==> src/rtl/bmr_pkg.sv <==
package bmr_pkg;
    localparam int LANES      = 8;
    localparam int IMG_W      = LANES * 8;
    localparam int BUS_BYTES  = 4;
    localparam int BUS_W      = BUS_BYTES * 8;
    localparam int CMD_LANE   = 0;
    localparam int STAT_LANE  = 2;
    localparam int BASE_LANE  = 4;
    localparam int BASE_BYTES = 4;
    localparam int BASE_W     = BASE_BYTES * 8;
    localparam logic [7:0] CMD_KEEP = 8'h09;
    localparam int ST_ACT = 0;
    localparam int ST_ERR = 1;
    localparam int ST_IRQ = 2;

    typedef struct packed {
        logic cancel;
        logic load;
        logic kick;
    } walk_strobe_t;

    function automatic logic [3:0] access_bytes(input logic [1:0] code);
        case (code)
            2'd0:    return 4'd1;
            2'd1:    return 4'd2;
            default: return 4'd4;
        endcase
    endfunction
endpackage

==> src/rtl/bmr_lane_map.sv <==
module bmr_lane_map
    import bmr_pkg::*;
(
    input  logic             wr_i,
    input  logic [2:0]       off_i,
    input  logic [1:0]       size_i,
    input  logic [BUS_W-1:0] wdata_i,
    input  logic [IMG_W-1:0] img_i,
    output logic [LANES-1:0] we_o,
    output logic [IMG_W-1:0] wb_o,
    output logic [BUS_W-1:0] rdata_o
);
    logic [3:0] nbytes, first, past_end;
    assign nbytes   = access_bytes(size_i);
    assign first    = {1'b0, off_i};
    assign past_end = first + nbytes;

    generate
        for (genvar i = 0; i < LANES; i++) begin : g_wlane
            localparam logic [3:0] LI = 4'(i);
            logic [1:0] rel;
            assign rel = 2'(LI - first);
            assign we_o[i] = wr_i && (LI >= first) && (LI < past_end);
            assign wb_o[i*8 +: 8] = wdata_i[{rel, 3'b000} +: 8];
        end
        for (genvar j = 0; j < BUS_BYTES; j++) begin : g_rlane
            localparam logic [3:0] LJ = 4'(j);
            logic [3:0] src;
            assign src = first + LJ;
            assign rdata_o[j*8 +: 8] = (LJ < nbytes && !src[3]) ?
                                       img_i[{src[2:0], 3'b000} +: 8] : 8'h00;
        end
    endgenerate
endmodule

==> src/rtl/bmr_cmd_ctrl.sv <==
module bmr_cmd_ctrl
    import bmr_pkg::*;
(
    input  logic              clk,
    input  logic              rst,
    input  logic              we_i,
    input  logic [7:0]        wb_i,
    input  logic [BASE_W-1:0] base_i,
    input  logic              pending_i,
    input  logic              end_i,
    output logic [7:0]        cmd_o,
    output logic              active_o,
    output walk_strobe_t      strobe_o,
    output logic              flush_o,
    output logic [BASE_W-1:0] ptr_o
);
    logic         toggle;
    logic         act_n;
    walk_strobe_t strb_n;

    assign toggle = we_i && (wb_i[0] != cmd_o[0]);

    always_comb begin
        act_n  = active_o;
        strb_n = '0;
        if (toggle && !wb_i[0]) begin
            strb_n.cancel = 1'b1;
            act_n         = 1'b0;
        end else if (toggle) begin
            strb_n.load = 1'b1;
            if (!active_o) begin
                act_n       = 1'b1;
                strb_n.kick = pending_i;
            end
        end else if (end_i) begin
            act_n = 1'b0;
        end
    end

    always_ff @(posedge clk) begin
        if (rst) begin
            cmd_o    <= '0;
            active_o <= 1'b0;
            ptr_o    <= '0;
            strobe_o <= '{cancel: active_o, load: 1'b0, kick: 1'b0};
            flush_o  <= 1'b1;
        end else begin
            flush_o  <= 1'b0;
            strobe_o <= strb_n;
            active_o <= act_n;
            if (we_i)        cmd_o <= wb_i & CMD_KEEP;
            if (strb_n.load) ptr_o <= base_i;
        end
    end

    assert_cancel_idle_R3: assert property (@(posedge clk) disable iff (rst)
        strobe_o.cancel |-> !active_o);
    assert_load_base_R4: assert property (@(posedge clk) disable iff (rst)
        strobe_o.load |-> (ptr_o == $past(base_i)));
    assert_strobe_excl_R5: assert property (@(posedge clk) disable iff (rst)
        $onehot0({strobe_o.cancel, strobe_o.load}));
    assert_quiet_write_R2: assert property (@(posedge clk) disable iff (rst)
        (we_i && wb_i[0] == cmd_o[0]) |=> (!strobe_o.cancel && !strobe_o.load
                                          && active_o == $past(active_o)
                                          || $past(end_i)));
endmodule

==> src/rtl/bmr_stat_irq.sv <==
module bmr_stat_irq
    import bmr_pkg::*;
(
    input  logic       clk,
    input  logic       rst,
    input  logic       we_i,
    input  logic [7:0] wb_i,
    input  logic       err_set_i,
    input  logic       drv_irq_i,
    output logic       err_o,
    output logic       irq_bit_o,
    output logic       irq_o
);
    logic line_q;
    logic rise;

    assign rise  = drv_irq_i && !line_q;
    assign irq_o = drv_irq_i;

    always_ff @(posedge clk) begin
        line_q <= drv_irq_i;
        if (rst) begin
            err_o     <= 1'b0;
            irq_bit_o <= 1'b0;
        end else begin
            if (err_set_i)                 err_o <= 1'b1;
            else if (we_i && wb_i[ST_ERR]) err_o <= 1'b0;
            if (rise)                      irq_bit_o <= 1'b1;
            else if (we_i && wb_i[ST_IRQ]) irq_bit_o <= 1'b0;
        end
    end

    assert_irq_latch_R8: assert property (@(posedge clk) disable iff (rst)
        rise |=> irq_bit_o);
    assert_irq_keep_R8: assert property (@(posedge clk) disable iff (rst)
        (!drv_irq_i && line_q && !(we_i && wb_i[ST_IRQ])) |=> (irq_bit_o == $past(irq_bit_o)));
    assert_err_set_R6: assert property (@(posedge clk) disable iff (rst)
        err_set_i |=> err_o);
endmodule

==> src/rtl/bmr_base_reg.sv <==
module bmr_base_reg
    import bmr_pkg::*;
(
    input  logic              clk,
    input  logic              rst,
    input  logic [BASE_BYTES-1:0] we_i,
    input  logic [BASE_W-1:0] wb_i,
    output logic [BASE_W-1:0] base_o
);
    logic [BASE_W-1:0] merged;

    generate
        for (genvar b = 0; b < BASE_BYTES; b++) begin : g_byte
            assign merged[b*8 +: 8] = we_i[b] ? wb_i[b*8 +: 8] : base_o[b*8 +: 8];
        end
    endgenerate

    always_ff @(posedge clk) begin
        if (rst) base_o <= '0;
        else     base_o <= {merged[BASE_W-1:2], 2'b00};
    end

    assert_base_align_R9: assert property (@(posedge clk) disable iff (rst)
        base_o[1:0] == 2'b00);
    assert_base_hold_R9: assert property (@(posedge clk) disable iff (rst)
        (we_i == '0) |=> $stable(base_o));
endmodule

==> src/rtl/dma_chan_regs.sv <==
module dma_chan_regs
    import bmr_pkg::*;
(
    input  logic        clk,
    input  logic        rst,
    input  logic        bus_wr,
    input  logic [2:0]  bus_off,
    input  logic [1:0]  bus_size,
    input  logic [31:0] bus_wdata,
    output logic [31:0] bus_rdata,
    input  logic        walk_pending_i,
    input  logic        walk_end_i,
    input  logic        walk_err_i,
    output logic        walk_cancel_o,
    output logic        walk_load_o,
    output logic        walk_kick_o,
    output logic        walk_flush_o,
    output logic [31:0] walk_ptr_o,
    output logic        dir_o,
    input  logic        drv_irq_i,
    output logic        irq_o
);
    logic [LANES-1:0] lane_we;
    logic [IMG_W-1:0] lane_wb;
    logic [IMG_W-1:0] image;
    logic [7:0]       cmd_byte;
    logic             active, err_bit, irq_bit;
    logic [BASE_W-1:0] base;
    walk_strobe_t     strobe;

    assign image = {base, 8'h00, {5'b0, irq_bit, err_bit, active}, 8'h00, cmd_byte};

    bmr_lane_map u_lanes (
        .wr_i(bus_wr), .off_i(bus_off), .size_i(bus_size), .wdata_i(bus_wdata),
        .img_i(image), .we_o(lane_we), .wb_o(lane_wb), .rdata_o(bus_rdata)
    );

    bmr_cmd_ctrl u_cmd (
        .clk(clk), .rst(rst), .we_i(lane_we[CMD_LANE]),
        .wb_i(lane_wb[CMD_LANE*8 +: 8]), .base_i(base),
        .pending_i(walk_pending_i), .end_i(walk_end_i),
        .cmd_o(cmd_byte), .active_o(active), .strobe_o(strobe),
        .flush_o(walk_flush_o), .ptr_o(walk_ptr_o)
    );

    bmr_stat_irq u_stat (
        .clk(clk), .rst(rst), .we_i(lane_we[STAT_LANE]),
        .wb_i(lane_wb[STAT_LANE*8 +: 8]), .err_set_i(walk_err_i),
        .drv_irq_i(drv_irq_i), .err_o(err_bit), .irq_bit_o(irq_bit), .irq_o(irq_o)
    );

    bmr_base_reg u_base (
        .clk(clk), .rst(rst), .we_i(lane_we[BASE_LANE +: BASE_BYTES]),
        .wb_i(lane_wb[BASE_LANE*8 +: BASE_W]), .base_o(base)
    );

    assign walk_cancel_o = strobe.cancel;
    assign walk_load_o   = strobe.load;
    assign walk_kick_o   = strobe.kick;
    assign dir_o         = cmd_byte[3];

    assert_cmd_reserved_R1: assert property (@(posedge clk) disable iff (rst)
        (bus_off == 3'd0) |-> ((bus_rdata[7:0] & 8'hF6) == 8'h00));
    assert_hole_zero_R10: assert property (@(posedge clk) disable iff (rst)
        (bus_off == 3'd1 && bus_size == 2'd0) |-> (bus_rdata == 32'h0));
    assert_kick_with_load_R5: assert property (@(posedge clk) disable iff (rst)
        walk_kick_o |-> (walk_load_o && active));
endmodule

==> config.mk <==
export PLATFORM = sky130hd
export DESIGN_NAME = dma_chan_regs
export DESIGN_NICKNAME = d
export VERILOG_FILES = /design/src/rtl/bmr_pkg.sv /design/src/rtl/bmr_lane_map.sv /design/src/rtl/bmr_cmd_ctrl.sv /design/src/rtl/bmr_stat_irq.sv /design/src/rtl/bmr_base_reg.sv /design/src/rtl/dma_chan_regs.sv
export SDC_FILE = /design/constraint.sdc
export NUM_CORES = 1
export LEC_CHECK = 0
export CAP_MARGIN = 25
export CORE_UTILIZATION = 53
export CTS_BUF_LIST = sky130_fd_sc_hd__clkbuf_16
export CTS_CLUSTER_SIZE = 24
export DETAILED_ROUTE_END_ITERATION = 8
export GPL_TIMING_DRIVEN = 0
export PLACE_DENSITY = 0.88
export SLEW_MARGIN = 15
export SYNTH_ARGS = -nofsm -noshare
export SYNTH_HDL_FRONTEND = slang
export SYNTH_HIERARCHICAL = 1
export SYNTH_SLANG_ARGS = --single-unit
==> constraint.sdc <==
create_clock -name clk -period 3.7 [get_ports clk]
set_clock_uncertainty 0.2 [all_clocks]
set_input_delay 0.555 -clock clk [delete_from_list [all_inputs] [get_ports clk]]
set_output_delay 0.555 -clock clk [all_outputs]
set_load 0.02 [all_outputs]
* Word-level counts from Yosys, hierarchy flattened *
Index checks and enable logic that the tools add are counted.

word-level totals
  register bits after elaboration = 74
  input port bits = 44
  logic and storage cells = 102

cells by class
  add/sub/neg operators = 10
  magnitude comparators = 16
  equal/unequal tests = 2
  shifts and indexed selects = 10
  muxes and demuxes = 17
  bitwise operators = 1
  reduce and logical (&&, ||, !) cells = 31

operators with widths
  kind                                                               count
  indexed part select 64 x 7 -> 8 bit                                4
  indexed part select 32 x 6 -> 8 bit                                4
  two-way mux 8 bit                                                  4
  indexed part select 32 x 6 -> 3 bit                                1
  indexed part select 32 x 6 -> 4 bit                                1
  logical AND 1 bit                                                  20
  < comparator 3 x 4 -> 1 bit (first input constant)                 4
  greater-or-equal comparator 3 bit (first input constant)           4
  two-way mux 1 bit                                                  9
  adder 3 x 2 -> 4 bit (second input constant)                       2
  < comparator 1 x 3 -> 1 bit (first input constant)                 2
  < comparator 2 x 3 -> 1 bit (first input constant)                 2
  case mux 3 bit (2 select lines)                                    1
  nonzero test 2 bit                                                 3
  subtractor 1 x 2 -> 2 bit (first input constant)                   3
  subtractor 2 bit (first input constant)                            3
  zero test 1 bit                                                    5
  adder 3 x 1 -> 4 bit (second input constant)                       1
  adder 3 x 3 -> 4 bit                                               1
  < comparator 1 x 4 -> 1 bit (first input constant)                 1
  < comparator 2 x 4 -> 1 bit (first input constant)                 1
  two-way mux 2 bit                                                  2
  OR reduction 4 bit                                                 1
  greater-or-equal comparator 1 x 3 -> 1 bit (first input constant)  1
  other kinds (7)                                                    7

* Longest topological paths before layout *
Gate-level depths: netlist (run 1).

  depth after elaboration = 9
  depth in mapped cells = 13
  mapped depth without buffers = 10

* Modules after synthesis *
Netlist (run 1), hierarchy kept.

modules (own cells, without submodules)
  module         instances  cells each  area each (um2)  seq. area each (um2)
  bmr_lane_map   1          325         3654.8           0.0
  bmr_cmd_ctrl   1          171         1491.4           780.7
  bmr_base_reg   1          100         1092.3           600.6
  bmr_stat_irq   1          10          108.9            60.1
  dma_chan_regs  1          1           3.8              0.0

* Worst setup path before layout (run 1) *
Ideal clock, no wire load.

  kind = input to output
  from = input port bus_off[0]
  to = output port bus_rdata[30]
  arrival time = 2.491 ns
  data required time = 2.945 ns
  path slack = 0.454 ns
  cell stages on the path = 9
  buffers on the path = 4
  cells stage by stage = buf_6 buf_8 clkinv_1 ha_1 buf_4 buf_2 mux4_2 nand2_1 a21oi_1

between the ends
  longest elaborated chain between the ends = 4
  elaborated cells on any way between the ends = 5

ends and longest elaborated chain
  item                                                                         RTL line             source
  start, declared                                                              dma_chan_regs.sv:7   input logic [2:0] bus_off,
  adder 3 x 2 -> 4 bit *                                                       bmr_lane_map.sv:29   assign src = first + LJ;
  branches (longest 2 deep; another with indexed part select 64 x 7 -> 8 bit)  n/a
  two-way mux 8 bit *                                                          bmr_lane_map.sv:30   assign rdata_o[j*8 +: 8] = (LJ < nbytes && !src[3]) ?
  end, declared                                                                dma_chan_regs.sv:10  output logic [31:0] bus_rdata,

Mark *: on every way between the ends.

* Worst setup path in the final report (run 1) *
  from = input port bus_off[2]
  to = output port bus_rdata[17]

The elaborated chain is that of the path after synthesis.

==> metrics.yaml, run 1 <==
clocking:
  cts-root-buf: "clkbuf_16"
  clock_path_buffers: 2
  clk_pin_slew_ps: 60
  insertion_delay_ps: 330
  h-tree-depth: 3
  holdBufCountCts: 0
  cts_made_buffers: 9
  cts_sinks: 72
  tritoncts: "built"
status:
  outcome: "finished clean"
cells_and_area:
  drive_above_1_share_pct: 24.2
  syn_to_final_growth_pct: 33.2
  antennaDiodeCount: 0
  final_util_pct: 73.0
  design_area_sq_um: 8370
  finalNetCount: 875
power_and_ir_drop:
  vdd_drop_max_uv: 416
  cellPowerDensity_nw_per_um2: 320
  p_leak_nw: 3.48
routing:
  wl_mm: 20.0
  drtPass1Iterations: 5
  num_vias: 5793
  ant_nets: 0
  initialDrtViolationCount: 534
  drc_errors: 0
  viasPerCell: 6.00
  wl_per_cell_um: 20.7
sta:
  min_period_ps: 3630
  period_share_pct: 98.1
  setup_viol_count_final: 0
  tightest_slew_ps: 749
  relSlewSlack_pct: 49.7
  finalWorstSetupSlack_ps: 71.8
  grt_setup_unrepaired: "no"
  hold_viol: 0
  tns_ps: 0
  slew_violations: 0
  fmax_mhz: 276
global_routing:
  grt_overflow: 0
  grt_first_pass_wirelength_mm: 31.1
  first_global_vias: 5879
  antenna_found_initial: 0
  grt_usage_pct: 33.0
  grt_max_degree: 14
die:
  dieArea_sq_um: 12300
  initial_core_util_pct: 54.8
  rows: 39
  fp.dieH_um: 111
  dieWidth_um: 111
  core_area_sq_um: 11500
  io_pins: 114
critical_path:
  start_kind: "input port"
  critPathKind: "in2out"
  critPathCaptureType: "primary output"
  crit_family: "buffers and inverters"
  path_cells: "clkdlybuf4s50_1 > buf_6 > buf_6 > inv_1 > ha_1 > clkbuf_8 > nor2_1 > a22oi_1 > nand2_1 > nor3_1 > buf_2"
  cp_num_buf_inv: 6
  slowest_stage: "clkdlybuf4s50_1"
  cp.arrival_ps: 2870
  critPathRequiredTime_ps: 2940
  crit_top_cell: "buf_6"
  slowest_delay_ps: 530
  crit_fanout: 10
placement:
  dpl_worst_slack_ps: -1230
  place_area_sq_um: 7930
  dpl.hpwl_mm: 14.7
  gpl.final_weighted_congestion: 0.947
  portBuffers: 113
synthesis:
  syn-mean-instance-area_sq_um: 10.5
  synth_area_sq_um: 6290
  synth_cells: 600
  yosys_warnings: 6
hold_path:
  worstHoldPathType: "reg2reg"
run:
  maxCapViolCount: 0
==> path summary, 6_finish.rpt <==
kind                            cells after the start                           end  slack (ps)                          from
worst max register to register                      4  u_cmd/ptr_o[12]$_SDFFE_PP0P_        2120   u_cmd/cmd_o[0]$_SDFFE_PP0P_
worst min-delay path                                2  u_cmd/ptr_o[23]$_SDFFE_PP0P_         260  u_cmd/ptr_o[23]$_SDFFE_PP0P_
worst min register to register                      2  u_cmd/ptr_o[23]$_SDFFE_PP0P_         260  u_cmd/ptr_o[23]$_SDFFE_PP0P_
worst max-delay path                               11                 bus_rdata[17]          70                    bus_off[2]
==> stage by stage <==
step	hold WS (ps)	power [W]	std cells
3_5_place_dp	251	0.00172	945
2_1_floorplan	267	0.00144	689
4_1_cts	260	0.00265	963
6_report	259	0.00268	966
3_3_place_gp	249	0.00170	945
5_1_grt	282	0.00276	966
==> metal layers <==
metal	track usage [%]	wire, um	vias to the layer above
met5	0	0	-
met4	17.9	989	0
met3	5.80	1770	81
met2	55.5	9800	378
met1	40.2	7450	2789
li1	-	-	2545
==> final cells by class <==
class | instances | area (sq um)
tap | 143 | 179
sequential | 72 | 1440
fill | 780 | 3090
buffer | 84 | 722
multi-input combinational | 525 | 4510
inverter | 8 | 40.0
clock buffer | 9 | 225
clock inverter | 7 | 95.1
timing repair buffer | 118 | 1160
==> cell usage in the layout (no fill, tap or decap), types with 10 or more instances in the layout <==
cell type	instances
buf_2	13
mux4_1	31
a21oi_1	36
dfxtp_1	72
buf_6	15
conb_1	92
buf_4	51
ha_1	11
nor2_1	39
mux2i_1	49
a211oi_1	10
a21oi_2	20
mux4_2	54
clkdlybuf4s50_1	87
nand2_1	132
==> registers in the layout, indices dropped and copies added, names as in the netlist <==
register          count
u_stat/line_q         1
u_stat/irq_bit_o      1
u_base/base_o        30
u_cmd/flush_o         1
u_cmd/ptr_o          32
u_stat/err_o          1
u_cmd/active_o        1
u_cmd/strobe_o        3
u_cmd/cmd_o           2
==> worst min-delay path: cells and delay by family, from the launching register on <==
kind               cells  cell delay, ps
AOI/OAI and AO/OA      1              50
and+or+nand+nor        1              50
DFF                    1             310
==> report_power, final <==
part	internal [W]	leakage (nW)	switching, W	total, W
clock	0.000590	0.149	0.000335	0.000925
combinational	0.000453	2.74	0.000425	0.000878
sequential	0.000807	0.585	0.0000669	0.000874
==> what timing repair did <==
item / CTS / global route
gates cloned: 0 / 0
setup buffers: 2 / 3
setup endpoints to repair: 76 / 21
pin swaps: 0 / 2
resized for setup: 73 / 16
No activity file was read; power rests on OpenSTA's default activity.
==> run 2: changes to the inputs <==
--- a/config.mk
+++ b/config.mk
@@ -12,7 +12,7 @@
 export DETAILED_ROUTE_END_ITERATION = 8
 export GPL_TIMING_DRIVEN = 0
 export PLACE_DENSITY = 0.88
-export SLEW_MARGIN = 15
+export SLEW_MARGIN = 20
 export SYNTH_ARGS = -nofsm -noshare
 export SYNTH_HDL_FRONTEND = slang
 export SYNTH_HIERARCHICAL = 1
==> results of run 2 <==
Final layout, timing and power as in run 1 (identical DEF).
